`config.mk`:
```
export PLATFORM = sky130hd
export DESIGN_NAME = lfc_capture_buf
export DESIGN_NICKNAME = d
export VERILOG_FILES = /design/src/rtl/lfc_pkg.sv /design/src/rtl/lfc_capture_buf.sv
export SDC_FILE = /design/constraint.sdc
export NUM_CORES = 1
export LEC_CHECK = 0
export ABC_AREA = 1
export BUFFER_PORTS_ARGS = -buffer_cell sky130_fd_sc_hd__buf_2
export CAP_MARGIN = 20
export CORE_MARGIN = 2
export CORE_UTILIZATION = 35
export DETAILED_ROUTE_END_ITERATION = 8
export PLACE_DENSITY_LB_ADDON = 0.25
export SLEW_MARGIN = 15
export SYNTH_ARGS = -nofsm -noshare
export SYNTH_HDL_FRONTEND = slang
export SYNTH_SLANG_ARGS = --single-unit
```
`constraint.sdc`:
```
create_clock -name clk -period 17.2 [get_ports clk]
set_input_delay 3.44 -clock clk [delete_from_list [all_inputs] [get_ports clk]]
set_output_delay 3.44 -clock clk [all_outputs]
set_load 0.05 [all_outputs]
```
`src/rtl/lfc_pkg.sv`:
```
package lfc_pkg;
   localparam int LFC_SAMPLES   = 8;
   localparam int LFC_SAMPLE_W  = 14;
   localparam int LFC_CSUM_W    = 16;
   localparam int LFC_CAP_DEPTH = 8;
   localparam int LFC_CNT_W     = 16;
endpackage

```
`src/rtl/lfc_capture_buf.sv`:
```
module lfc_capture_buf #(
   parameter int DEPTH = lfc_pkg::LFC_CAP_DEPTH,
   parameter int W     = 128,
   localparam int PTR_W = $clog2(DEPTH)
) (
   input  logic         clk,
   input  logic         rst_n,
   input  logic         push,
   input  logic         pop,
   input  logic         ovf_clr,
   input  logic [W-1:0] wdata,
   output logic [W-1:0] rdata,
   output logic         empty,
   output logic         overflow
);
   logic [W-1:0]   mem [DEPTH];
   logic [PTR_W:0] wr_ptr, rd_ptr;
   logic           full, do_push, do_pop;

   assign empty   = (wr_ptr == rd_ptr);
   assign full    = (wr_ptr[PTR_W] != rd_ptr[PTR_W]) &&
                    (wr_ptr[PTR_W-1:0] == rd_ptr[PTR_W-1:0]);
   assign do_push = push && !full;
   assign do_pop  = pop && !empty;
   assign rdata   = mem[rd_ptr[PTR_W-1:0]];

   always_ff @(posedge clk) begin
      if (do_push) mem[wr_ptr[PTR_W-1:0]] <= wdata;
   end

   always_ff @(posedge clk or negedge rst_n) begin
      if (!rst_n) begin
         wr_ptr   <= '0;
         rd_ptr   <= '0;
         overflow <= 1'b0;
      end else begin
         if (do_push) wr_ptr <= wr_ptr + 1'b1;
         if (do_pop)  rd_ptr <= rd_ptr + 1'b1;
         if (ovf_clr)          overflow <= 1'b0;
         else if (push && full) overflow <= 1'b1;
      end
   end
endmodule

```
==> results by group <==
Setup path
  • WP data required: 13.76 ns
  • Critical path class: reg2out
  • RR Endpoint: mem[3][77]$_DFFE_PP_
  • Critical Path End Type: output pin
  • Reg2Reg Setup Slack: 12.68 ns
  • Slowest CP cell: buf_4
  • Startpoint types: register
  • Worst path depth: 8
  • Worst reg2reg startpoint: rd_ptr[0]$_DFFE_PN0P_
  • Worst reg2reg path depth: 9
  • CP Buf/Inv Count: 4
  • Cells along the critical path: inv_16 > buf_4 > buf_4 > o21ai_0 > o22ai_1 > nand2_1 > nand2_1 > buf_2
  • CP top delay family: buffers and inverters
  • Critical path peak fanout: 249
  • CP max stage delay: 0.86 ns
  • WP data arrival: 4.87 ns

Clock network
  • Cts bufs inserted: 108
  • CTS root buf: clkbuf_16
  • # resized after CTS: 0
  • Cts hold-fix bufs: 0
  • Postcts setup bufs: 0
  • CTS tree: done
  • Clock tree sinks: 1033
  • Clk pin slew, worst setup/hold paths: 0.06 ns
  • H-tree levels: 3
  • Later-pin clock latency in the skew report: 0.70 ns
  • Longest Clk Path Bufs: 3

Route
  • Total Wirelength: 101000 um
  • DR WL/cell: 21.3 um
  • Via Count: 24.4k
  • Drt pass-1 iters: 7
  • Initial DRC count: 1743
  • Antenna-violating nets left: 0
  • # DRC: 0
  • DR vias/cell: 5.10

GRT
  • Initial antenna violation count: 17
  • GRT Util Overall: 17.0%
  • Vias in the first global route: 23.4k
  • GR Overflow Total: 0
  • Pin count of the biggest net entering global routing: 250
  • First-pass GRT wire length: 150000 um

Floorplan
  • Die width: 341 um
  • Core area: 0.113 mm2
  • Die area: 0.117 mm2
  • Starting Density: 35.4%
  • Ports: 263
  • DIE HEIGHT: 341 um
  • # rows: 123

Placement
  • Post-DP Area: 0.0425 mm2
  • Post-DP HPWL: 48600 um
  • GPL Wtd Cong: 0.705
  • # port buffers: 262
  • Placed cells: 4573

Yosys
  • Top post-synthesis cells by area: edfxtp_1 (77%), nor2_1 (4.9%), o21ai_0 (4.6%)
  • Synth Area per Inst: 13.4 um2
  • Net count after synthesis: 3109
  • Seq/Total Area, Yosys: 77.8%
  • Top-area cell type share of the netlist area: 77.2%
  • Post-synthesis register bit count: 1033
  • Netlist cell types: 25
  • Mapped cell area: 0.0398 mm2
  • Cells after synthesis: 2974
  • Post-synth top area cell: edfxtp_1
  • Ys Warns: 0

Flow run
  • Max Cap Viol: 0

Pwr
  • Cell Pwr Density: 194 mW/mm2
  • Worst vdd ir: 197 uV
  • Leak: 0.0154 uW

Timing
  • Fin. Hold Viols: 0
  • Slew Viols, Final: 0
  • Final setup viols: 0
  • Peak Freq: 120 MHz
  • RSZ-0062 raised after global routing: no
  • Setup TNS: 0 ns
  • Worst Tran Pin Value: 1.09 ns
  • Min Tclk post-route: 8.31 ns
  • Worst rel slew slack: 27.2%
  • Final worst-path cycle share: 48.3%
  • Clock Skews: 0.0279 ns

Final layout
  • Synthesis-to-finish area growth: 14.7%
  • Final #Nets: 3318
  • Filler-free cell count of the finished design: 4774
  • Sequential Area: 0.0310 mm2
  • Commonest non-fill, non-tap cells in the layout: edfxtp_1 (1024), nor2_1 (513), nand2_1 (415), o21ai_0 (367), buf_2 (262)
  • Most common cell after layout, fill and taps aside: edfxtp_1
  • Post-layout util: 40.6%
  • Layout cells sized above 1: 13.8%
  • Area of the multi-input gates: 0.00791 mm2
  • Layout fillers: 10.6k
  • Finished Cell Area: 0.0457 mm2

Worst hold path
  • Worst hold path class: reg2reg
  • WHS Path Cells: 2
  • Hold Path Origin: rd_ptr[3]$_DFFE_PN0P_
  • WHS Endpoint: rd_ptr[3]$_DFFE_PN0P_

Run status
  • Status: completed
## state kept, by name, summed over array words and instances, names as in the netlist
| signal | flops |
|---|---|
| mem | 1024 |
| rd_ptr | 4 |
| wr_ptr | 4 |
| overflow | 1 |
## logic make-up after synthesis
group | after synthesis | synth area share [%]
DFF | 1033 | 77.8
adders and majority gates | 2 | 0.0628
AOI/OAI and AO/OA | 769 | 10.5
xor gates and xnor gates | 5 | 0.110
and+or+nand+nor | 953 | 9.07
buffers and inverters | 212 | 2.54
## per-stage QoR
step	hold WS [ns]	total power, uW	worst slack [ns]
6_report	0.505	8860	8.89
5_1_grt	0.546	9340	8.50
4_1_cts	0.505	8970	8.75
3_5_place_dp	0.490	6820	9.54
3_3_place_gp	0.479	6810	9.59
2_1_floorplan	0.464	5890	7.68
## final cells by class
type                            instances  share of cell area [%]
Multi-Input combinational cell       1729                    17.3
Timing Repair Buffer                  300                    3.58
Clock buffer                          137                    6.15
Antenna cell                            3                  0.0164
Sequential cell                      1033                    67.8
Inverter                               11                   0.153
Clock inverter                         61                   0.873
Tap cell                             1500                    4.11
## tightest hold or removal path, delay by kind of cell, from the launching register on
| kind | cells | cell delay [ns] |
|---|---|---|
| DFF | 1 | 0.37 |
| and+or+nand+nor | 2 | 0.11 |
## routing by layer
| metal | global-route usage [%] | share of wire [%] | up-vias |
|---|---|---|---|
| met5 | 0 | 0.13 | - |
| met4 | 4.65 | 2.1 | 22 |
| met3 | 3.38 | 5.4 | 148 |
| met2 | 27.5 | 47 | 595 |
| met1 | 23.5 | 45 | 12300 |
| li1 | - | - | 11300 |
## Yosys cell counts (all sizes together)
cell	n
clkbuf	86
nand4	1
buf	115
o22ai	256
a21oi	1
edfxtp	1024
nand2	416
nand3	14
xnor2	1
nor2	522
xor2	4
inv	11
o21ai	512
dfrtp	9
ha	2
## worst max-delay path by stage
stage	startpoint	to	slack, ns
finish	rd_ptr[0]$_DFFE_PN0P_	rdata[11]	8.89
CTS	rd_ptr[0]$_DFFE_PN0P_	rdata[11]	8.75
global placement	rd_ptr[0]$_DFFE_PN0P_	rdata[11]	9.59
global route	rd_ptr[0]$_DFFE_PN0P_	rdata[32]	8.50
detailed placement	rd_ptr[0]$_DFFE_PN0P_	rdata[11]	9.54
floorplan	push	mem[2][0]$_DFFE_PP_	7.68
## power breakdown
part | leakage, uW | total (uW) | internal (uW) | switching [uW]
combinational | 0.00449 | 3450 | 751 | 2700
sequential | 0.00941 | 3280 | 3160 | 120
clock | 0.00155 | 2130 | 1180 | 952
total | 0.0154 | 8860 | 5090 | 3770
No activity file was read; power rests on OpenSTA's default activity.
